## src/rtl/i2c_rx_pkg.sv

```systemverilog
package i2c_rx_pkg;
  localparam int REG_AW = 3;

  typedef enum logic [REG_AW-1:0] {
    REG_CTRL    = 3'd0,
    REG_STAT    = 3'd1,
    REG_RXBUF   = 3'd2,
    REG_ADDR_LO = 3'd3,
    REG_ADDR_HI = 3'd4
  } reg_sel_e;

  typedef enum logic [1:0] {
    PH_ADDR1, PH_ADDR2, PH_DATA, PH_SKIP
  } phase_e;

  typedef enum logic [2:0] {
    BS_IDLE, BS_BITS, BS_WAIT, BS_SLOT, BS_HOLD
  } bit_st_e;

  // status bit positions
  localparam int ST_FULL = 0;
  localparam int ST_OVF  = 1;
  localparam int ST_S    = 2;
  localparam int ST_P    = 3;
  localparam int ST_IRQ  = 4;
  // control bit positions
  localparam int CT_EN   = 0;
  localparam int CT_TEN  = 1;
  localparam int CT_SSIE = 2;
endpackage

```

## src/rtl/i2c_line_sync.sv

```systemverilog
module i2c_line_sync #(
  parameter int STAGES = 2
) (
  input  logic clk_i,
  input  logic rst_ni,
  input  logic scl_i,
  input  logic sda_i,
  output logic sda_o,
  output logic scl_rise_o,
  output logic scl_fall_o,
  output logic start_o,
  output logic stop_o
);
  logic [STAGES-1:0] scl_q, sda_q;
  logic scl_d, sda_d, scl_s, sda_s;

  always_ff @(posedge clk_i or negedge rst_ni) begin
    if (!rst_ni) begin
      scl_q <= '1;
      sda_q <= '1;
      scl_d <= 1'b1;
      sda_d <= 1'b1;
    end else begin
      scl_q <= {scl_q[STAGES-2:0], scl_i};
      sda_q <= {sda_q[STAGES-2:0], sda_i};
      scl_d <= scl_s;
      sda_d <= sda_s;
    end
  end

  assign scl_s      = scl_q[STAGES-1];
  assign sda_s      = sda_q[STAGES-1];
  assign sda_o      = sda_s;
  assign scl_rise_o = scl_s & ~scl_d;
  assign scl_fall_o = ~scl_s & scl_d;
  assign start_o    = scl_s & scl_d & sda_d & ~sda_s;
  assign stop_o     = scl_s & scl_d & ~sda_d & sda_s;

  p_start_stop_excl_r7: assert property (@(posedge clk_i) disable iff (!rst_ni)
    !(start_o && stop_o));
endmodule

```

## src/rtl/i2c_rx_engine.sv

```systemverilog
module i2c_rx_engine
  import i2c_rx_pkg::*;
#(
  parameter int DW = 8,
  parameter int AW = 10
) (
  input  logic          clk_i,
  input  logic          rst_ni,
  input  logic          enable_i,
  input  logic          ten_bit_i,
  input  logic [AW-1:0] own_addr_i,
  input  logic          full_i,
  input  logic          ovf_i,
  input  logic          sda_i,
  input  logic          scl_rise_i,
  input  logic          scl_fall_i,
  input  logic          start_i,
  input  logic          stop_i,
  output logic          sda_pull_o,
  output logic          data_ok_o,
  output logic          data_nack_o,
  output logic [DW-1:0] rx_byte_o
);
  localparam int CW = $clog2(DW);
  localparam logic [CW-1:0] LAST = CW'(DW - 1);

  logic [DW-1:0] shreg, byte_now;
  logic [CW-1:0] cnt;
  phase_e        phase, nxt_phase;
  bit_st_e       bst;
  logic          ack_q, pull_q, dec_ack, dec_ok, dec_nack, hit;

  assign byte_now = {shreg[DW-2:0], sda_i};

  always_comb begin
    nxt_phase = phase;
    dec_ack   = 1'b0;
    dec_ok    = 1'b0;
    dec_nack  = 1'b0;
    hit       = 1'b0;
    case (phase)
      PH_ADDR1: begin
        if (ten_bit_i)
          hit = (byte_now[7:3] == 5'b11110) && (byte_now[2:1] == own_addr_i[9:8]) && !byte_now[0];
        else
          hit = (byte_now[7:1] == own_addr_i[6:0]) && !byte_now[0];
        dec_ack   = hit;
        nxt_phase = !hit ? PH_SKIP : (ten_bit_i ? PH_ADDR2 : PH_DATA);
      end
      PH_ADDR2: begin
        hit       = (byte_now == own_addr_i[7:0]);
        dec_ack   = hit;
        nxt_phase = hit ? PH_DATA : PH_SKIP;
      end
      PH_DATA: begin
        if (full_i || ovf_i) dec_nack = 1'b1;
        else begin
          dec_ok  = 1'b1;
          dec_ack = 1'b1;
        end
      end
      default: ;
    endcase
  end

  always_ff @(posedge clk_i or negedge rst_ni) begin
    if (!rst_ni) begin
      shreg       <= '0;
      cnt         <= '0;
      phase       <= PH_SKIP;
      bst         <= BS_IDLE;
      ack_q       <= 1'b0;
      pull_q      <= 1'b0;
      data_ok_o   <= 1'b0;
      data_nack_o <= 1'b0;
    end else begin
      data_ok_o   <= 1'b0;
      data_nack_o <= 1'b0;
      if (!enable_i) begin
        bst    <= BS_IDLE;
        pull_q <= 1'b0;
      end else if (start_i) begin
        bst    <= BS_BITS;
        phase  <= PH_ADDR1;
        cnt    <= '0;
        pull_q <= 1'b0;
      end else if (stop_i) begin
        bst    <= BS_IDLE;
        pull_q <= 1'b0;
      end else begin
        case (bst)
          BS_BITS: if (scl_rise_i) begin
            shreg <= byte_now;
            cnt   <= cnt + 1'b1;
            if (cnt == LAST) begin
              bst         <= BS_WAIT;
              ack_q       <= dec_ack;
              phase       <= nxt_phase;
              data_ok_o   <= dec_ok;
              data_nack_o <= dec_nack;
            end
          end
          BS_WAIT: if (scl_fall_i) begin
            pull_q <= ack_q;
            bst    <= BS_SLOT;
          end
          BS_SLOT: if (scl_rise_i) bst <= BS_HOLD;
          BS_HOLD: if (scl_fall_i) begin
            pull_q <= 1'b0;
            cnt    <= '0;
            bst    <= (phase == PH_SKIP) ? BS_IDLE : BS_BITS;
          end
          default: ;
        endcase
      end
    end
  end

  assign sda_pull_o = pull_q;
  assign rx_byte_o  = shreg;

  p_pull_in_slot_r8: assert property (@(posedge clk_i) disable iff (!rst_ni)
    sda_pull_o |-> (bst == BS_SLOT || bst == BS_HOLD));
  p_pull_on_fall_r8: assert property (@(posedge clk_i) disable iff (!rst_ni)
    $rose(sda_pull_o) |-> $past(scl_fall_i));
  p_ok_nack_excl_r4: assert property (@(posedge clk_i) disable iff (!rst_ni)
    !(data_ok_o && data_nack_o));
  p_off_silent_r10: assert property (@(posedge clk_i) disable iff (!rst_ni)
    !$past(enable_i) |-> !sda_pull_o && !data_ok_o && !data_nack_o);
endmodule

```

## src/rtl/i2c_rx_regs.sv

```systemverilog
module i2c_rx_regs
  import i2c_rx_pkg::*;
#(
  parameter int DW = 8,
  parameter int AW = 10
) (
  input  logic              clk_i,
  input  logic              rst_ni,
  input  logic [REG_AW-1:0] reg_addr_i,
  input  logic              reg_wr_i,
  input  logic              reg_rd_i,
  input  logic [DW-1:0]     reg_wdata_i,
  output logic [DW-1:0]     reg_rdata_o,
  input  logic              data_ok_i,
  input  logic              data_nack_i,
  input  logic [DW-1:0]     rx_byte_i,
  input  logic              start_i,
  input  logic              stop_i,
  output logic              enable_o,
  output logic              ten_bit_o,
  output logic [AW-1:0]     own_addr_o,
  output logic              full_o,
  output logic              ovf_o,
  output logic              irq_o
);
  localparam int HW = AW - DW;

  logic [2:0]    ctrl_q;
  logic [DW-1:0] addr_lo_q, rxbuf_q;
  logic [HW-1:0] addr_hi_q;
  logic          full_q, ovf_q, s_q, p_q, irq_q;
  logic          wr_stat, rd_buf, en_start, en_stop, ss_irq;

  assign wr_stat  = reg_wr_i && (reg_addr_i == REG_STAT);
  assign rd_buf   = reg_rd_i && (reg_addr_i == REG_RXBUF);
  assign en_start = start_i && ctrl_q[CT_EN];
  assign en_stop  = stop_i && ctrl_q[CT_EN];
  assign ss_irq   = ctrl_q[CT_SSIE] && (en_start || en_stop);

  always_ff @(posedge clk_i or negedge rst_ni) begin
    if (!rst_ni) begin
      ctrl_q    <= '0;
      addr_lo_q <= '0;
      addr_hi_q <= '0;
      rxbuf_q   <= '0;
      full_q    <= 1'b0;
      ovf_q     <= 1'b0;
      s_q       <= 1'b0;
      p_q       <= 1'b0;
      irq_q     <= 1'b0;
    end else begin
      if (reg_wr_i && reg_addr_i == REG_CTRL)    ctrl_q    <= reg_wdata_i[2:0];
      if (reg_wr_i && reg_addr_i == REG_ADDR_LO) addr_lo_q <= reg_wdata_i;
      if (reg_wr_i && reg_addr_i == REG_ADDR_HI) addr_hi_q <= reg_wdata_i[HW-1:0];

      if (data_ok_i) begin
        rxbuf_q <= rx_byte_i;
        full_q  <= 1'b1;
      end else if (rd_buf) full_q <= 1'b0;

      if (data_nack_i && full_q)            ovf_q <= 1'b1;
      else if (wr_stat && reg_wdata_i[ST_OVF]) ovf_q <= 1'b0;

      if (data_ok_i || data_nack_i || ss_irq)  irq_q <= 1'b1;
      else if (wr_stat && reg_wdata_i[ST_IRQ]) irq_q <= 1'b0;

      if (en_start) begin
        s_q <= 1'b1;
        p_q <= 1'b0;
      end else if (en_stop) begin
        s_q <= 1'b0;
        p_q <= 1'b1;
      end
    end
  end

  always_comb begin
    reg_rdata_o = '0;
    case (reg_addr_i)
      REG_CTRL:    reg_rdata_o[2:0] = ctrl_q;
      REG_STAT: begin
        reg_rdata_o[ST_FULL] = full_q;
        reg_rdata_o[ST_OVF]  = ovf_q;
        reg_rdata_o[ST_S]    = s_q;
        reg_rdata_o[ST_P]    = p_q;
        reg_rdata_o[ST_IRQ]  = irq_q;
      end
      REG_RXBUF:   reg_rdata_o = rxbuf_q;
      REG_ADDR_LO: reg_rdata_o = addr_lo_q;
      REG_ADDR_HI: reg_rdata_o[HW-1:0] = addr_hi_q;
      default: ;
    endcase
  end

  assign enable_o   = ctrl_q[CT_EN];
  assign ten_bit_o  = ctrl_q[CT_TEN];
  assign own_addr_o = {addr_hi_q, addr_lo_q};
  assign full_o     = full_q;
  assign ovf_o      = ovf_q;
  assign irq_o      = irq_q;

  p_accept_r3: assert property (@(posedge clk_i) disable iff (!rst_ni)
    data_ok_i |=> full_q && irq_q && (rxbuf_q == $past(rx_byte_i)));
  p_refuse_full_r4: assert property (@(posedge clk_i) disable iff (!rst_ni)
    (data_nack_i && full_q) |=> ovf_q && irq_q && $stable(rxbuf_q));
  p_refuse_ovf_r5: assert property (@(posedge clk_i) disable iff (!rst_ni)
    data_nack_i |=> irq_q && $stable(rxbuf_q));
  p_ovf_sticky_r6: assert property (@(posedge clk_i) disable iff (!rst_ni)
    (ovf_q && !(wr_stat && reg_wdata_i[ST_OVF])) |=> ovf_q);
  p_read_clears_r6: assert property (@(posedge clk_i) disable iff (!rst_ni)
    (rd_buf && !data_ok_i) |=> !full_q);
  p_sp_excl_r7: assert property (@(posedge clk_i) disable iff (!rst_ni)
    !(s_q && p_q));
endmodule

```

## src/rtl/i2c_rx_slave.sv

```systemverilog
module i2c_rx_slave
  import i2c_rx_pkg::*;
#(
  parameter int DW          = 8,
  parameter int AW          = 10,
  parameter int SYNC_STAGES = 2
) (
  input  logic              clk_i,
  input  logic              rst_ni,
  input  logic              scl_i,
  input  logic              sda_i,
  output logic              sda_pull_o,
  input  logic [REG_AW-1:0] reg_addr_i,
  input  logic              reg_wr_i,
  input  logic              reg_rd_i,
  input  logic [DW-1:0]     reg_wdata_i,
  output logic [DW-1:0]     reg_rdata_o,
  output logic              irq_o
);
  logic          sda_s, scl_rise, scl_fall, start_det, stop_det;
  logic          enable, ten_bit, full, ovf, data_ok, data_nack;
  logic [AW-1:0] own_addr;
  logic [DW-1:0] rx_byte;

  i2c_line_sync #(.STAGES(SYNC_STAGES)) u_sync (
    .clk_i, .rst_ni, .scl_i, .sda_i,
    .sda_o(sda_s), .scl_rise_o(scl_rise), .scl_fall_o(scl_fall),
    .start_o(start_det), .stop_o(stop_det)
  );

  i2c_rx_engine #(.DW(DW), .AW(AW)) u_engine (
    .clk_i, .rst_ni,
    .enable_i(enable), .ten_bit_i(ten_bit), .own_addr_i(own_addr),
    .full_i(full), .ovf_i(ovf), .sda_i(sda_s),
    .scl_rise_i(scl_rise), .scl_fall_i(scl_fall),
    .start_i(start_det), .stop_i(stop_det),
    .sda_pull_o, .data_ok_o(data_ok), .data_nack_o(data_nack), .rx_byte_o(rx_byte)
  );

  i2c_rx_regs #(.DW(DW), .AW(AW)) u_regs (
    .clk_i, .rst_ni, .reg_addr_i, .reg_wr_i, .reg_rd_i, .reg_wdata_i, .reg_rdata_o,
    .data_ok_i(data_ok), .data_nack_i(data_nack), .rx_byte_i(rx_byte),
    .start_i(start_det), .stop_i(stop_det),
    .enable_o(enable), .ten_bit_o(ten_bit), .own_addr_o(own_addr),
    .full_o(full), .ovf_o(ovf), .irq_o
  );
endmodule

```

## config.mk

```make
export PLATFORM = sky130hd
export DESIGN_NAME = i2c_rx_slave
export DESIGN_NICKNAME = d
export VERILOG_FILES = /design/src/rtl/i2c_rx_pkg.sv /design/src/rtl/i2c_line_sync.sv /design/src/rtl/i2c_rx_engine.sv /design/src/rtl/i2c_rx_regs.sv /design/src/rtl/i2c_rx_slave.sv
export SDC_FILE = /design/constraint.sdc
export NUM_CORES = 1
export LEC_CHECK = 0
export ABC_CLOCK_PERIOD_IN_PS = 2050
export BUFFER_PORTS_ARGS = -buffer_cell sky130_fd_sc_hd__buf_2
export CAP_MARGIN = 15
export CORE_MARGIN = 5
export CORE_UTILIZATION = 50
export DETAILED_ROUTE_END_ITERATION = 8
export PLACE_DENSITY = 0.72
export SLEW_MARGIN = 0
export SYNTH_ARGS = -nofsm -noshare
export SYNTH_HDL_FRONTEND = slang
export SYNTH_SLANG_ARGS = --single-unit
```

## constraint.sdc

```tcl
create_clock -name clk_i -period 2.05 [get_ports clk_i]
set_input_delay 0.1025 -clock clk_i [delete_from_list [all_inputs] [get_ports clk_i]]
set_output_delay 0.1025 -clock clk_i [all_outputs]
set_load 0.05 [all_outputs]
```

==> flow_metrics.py <==
metrics = {
    "global_route": {
        "grt_start_max_net_pins": 23,
        "antenna_found_initial": 0,
        "grt_pass1_vias": 1983,
        "overflow": 0,
        "global_route.usage.total_pct": 17.5,
        "grt_pass1_wl_um": 9800,
    },
    "routing": {
        "vias": 1953,
        "routed_wl_um": 5800,
        "avgRoutedWirePerCell_um": 16.2,
        "drc": 0,
        "dr.pass1.iters": 4,
        "antenna_left": 0,
        "avgViaCountPerCell": 5.47,
        "drt_iter0_markers": 116,
    },
    "logic_synthesis": {
        "avgSynthCellArea_um2": 10.7,
        "ys_seq_area_share_pct": 47.8,
        "synthArstFlopShare_pct": 100,
        "synth_area_um2": 2740,
        "synth_top_cell_area_share_pct": 40.1,
        "syn-num-nets": 277,
        "ys_types": 45,
        "netlist_top_cells_area": "dfrtp_1 (40%), mux2_2 (9.4%), dfstp_2 (7.7%)",
        "netlist_instances": 257,
        "synth_top_cell_by_area": "dfrtp_1",
        "ys_ff_latch": 52,
        "ys.warnings.count": 0,
        "synth_edf_count": 0,
        "synth_ff_type": "dfrtp_1",
    },
    "die": {
        "dieWidth_um": 84.1,
        "io_pins": 27,
        "die_area_um2": 7070,
        "die_h_um": 84.1,
        "core-area_um2": 5410,
        "initial_core_util_pct": 50.7,
        "std_cell_rows": 27,
    },
    "setup_path": {
        "arrival_ps": 1690,
        "critPathCaptureType": "primary output",
        "cp.depth": 4,
        "path_class": "register to primary output",
        "cp_cell_sequence": "mux4_2 > inv_1 > o21ai_1 > buf_2",
        "crit_path_start_kind": "register",
        "required_ps": 1950,
        "max_stage_delay_ps": 530,
        "critPathMaxFanout": 11,
        "path_buf_inv": 2,
        "reg2reg_depth": 5,
        "path_delay_family": "flip-flops",
        "crit_slowest_cell": "dfrtp_1",
    },
    "run": {
        "cap_violations": 0,
    },
    "timing": {
        "setup_viol": 0,
        "final_hold_viol_count": 0,
        "slew_headroom_pct": 66.1,
        "layout_setup_ws_ps": 255,
        "fmax_mhz": 557,
        "fin_worst_skew_ps": 7.24,
        "drv_slew": 0,
        "tns_ps": 0,
        "fin_crit_sh_pct": 87.6,
        "rsz0062_at_grt": "false",
        "worst_pin_slew_ps": 508,
        "fin_crit_ps": 1800,
    },
    "clocking": {
        "root_buffer": "clkbuf_8",
        "post_cts_buffers": 0,
        "cts_tree": "done",
        "clk_path_buf_depth": 2,
        "postCtsHoldBufs": 3,
        "clock_latency_ps": 310,
        "clock-sinks": 52,
        "clk_pin_slew_worst_paths_ps": 90,
        "h-tree-depth": 2,
        "cts_made_buffers": 5,
        "cts_resized": 0,
    },
    "power": {
        "vdd_drop_max_uv": 452,
        "p_per_area_nw_per_um2": 765,
        "p_leak_uw": 0.00142,
    },
    "status": {
        "outcome": "complete, no violations",
    },
    "min_path": {
        "min_path_cells": 2,
        "hp-class": "input port to register",
    },
    "finish": {
        "antenna_cells": 0,
        "area_delta_synth_final_pct": 10.9,
        "final_nets": 304,
        "drive_above_1_share_pct": 27.4,
    },
    "place": {
        "io_buffers": 26,
        "preCtsSetupSlack_ps": 393,
        "dpl.hpwl_um": 4450,
        "place_congestion": 0.852,
    },
}
metal layers:
metal,wire (µm),global-route usage [%],up-vias
met1,2560,22.5,950
li1,-,-,955
met4,108,6.29,0
met5,0,0,-
met3,208,3.55,10
met2,2920,28.9,38
flip-flops by register name, indices dropped and copies added, names as in the netlist, 2 cells and up:
name                count
u_engine.rx_byte_o      8
u_regs.addr_lo_q        8
u_regs.rxbuf_q          8
u_engine.bst            3
u_engine.cnt            3
u_regs.ctrl_q           3
u_engine.phase          2
u_regs.addr_hi_q        2
u_sync.scl_q            2
u_sync.sda_q            2
metrics by stage:
step / util, % / power [µW] / hold WS [ps] / cells / cell area [µm²]
final: 56.3 / 2330 / 26.2 / 357 / 3040
after global placement: 53.9 / 1720 / 35.9 / 346 / 2920
after detailed placement: 53.9 / 1740 / 51.9 / 346 / 2920
after floorplan: - / 1600 / -193 / 257 / 2740
after CTS: 56.3 / 2360 / 15.5 / 357 / 3040
after global routing: 56.3 / 2460 / 17.5 / 357 / 3040
worst paths after layout:
kind | end | slack [ps] | from
worst max-delay path | reg_rdata_o[0] | 250 | u_regs.ctrl_q[0]
worst min-delay path | u_regs.addr_lo_q[3] | 30 | reg_wdata_i[3]
worst max register to register | u_engine.bst[0] | 370 | u_sync.sda_q[1]
worst min register to register | u_sync.scl_q[1] | 370 | u_sync.scl_q[0]
max in group asynchronous | u_engine.phase[1] | 1140 | rst_ni
min in group asynchronous | u_regs.ctrl_q[2] | 230 | rst_ni
cells by family (layout without fill, tap and decap cells):
logic type | after synthesis | count (layout) | synth area share [%]
and+or+nand+nor | 102 | 102 | 19.9
DFF | 52 | 52 | 47.8
AOI/OAI and AO/OA | 36 | 36 | 8.49
muxes | 31 | 31 | 13.7
xor gates and xnor gates | 18 | 18 | 5.75
buffers and inverters | 15 | 43 | 2.97
adders and majority gates | 3 | 3 | 1.37
power breakdown:
part,total (µW),switching [µW],internal (µW)
combinational,465,256,208
clock,608,335,274
sequential,1260,135,1120
total,2330,726,1600
worst reg2reg max path, stage by stage (launching register included):
cell       delay (ps)
dfstp_2           680
xnor2_1           170
o21ai_2           330
nand3b_1          180
o21ai_0            90
o2bb2ai_1         130
final cells by class:
type	instances	area, µm²
clock buffer	6	82.6
clock inverter	2	15.0
fill	485	2360
inverter	3	11.3
multi-input combinational	190	1350
sequential	52	1310
tap	72	90.1
timing repair buffer	32	183
Yosys cell counts (5+ instances only):
cell type and count:
xor2_1 10, nand4_1 5, dfstp_2 8, o21ai_0 11
nand2b_1 5, mux2i_1 5, nor2b_1 9, mux2_2 23
dfrtp_1 44, xnor2_1 8, buf_2 5, a21oi_1 6
nor2_1 17, nand2_1 38
layout by cell type, fill, tap and decap left out, drive strengths merged, types with 4 or more instances in the layout:
cell type  Yosys  final
nor2          18     18
mux2          23     23
clkbuf         4      6
a22o           5      5
buf            8     29
dfstp          8      8
and3           4      4
nor2b          9      9
xnor2          8      8
dfrtp         44     44
mux2i          5      5
o21ai         14     14
nand2b         5      5
nand3          5      5
xor2          10     10
nor3           5      5
nand4          5      5
nand2         38     38
a21oi          6      6
No activity file was read; power rests on OpenSTA's default activity.
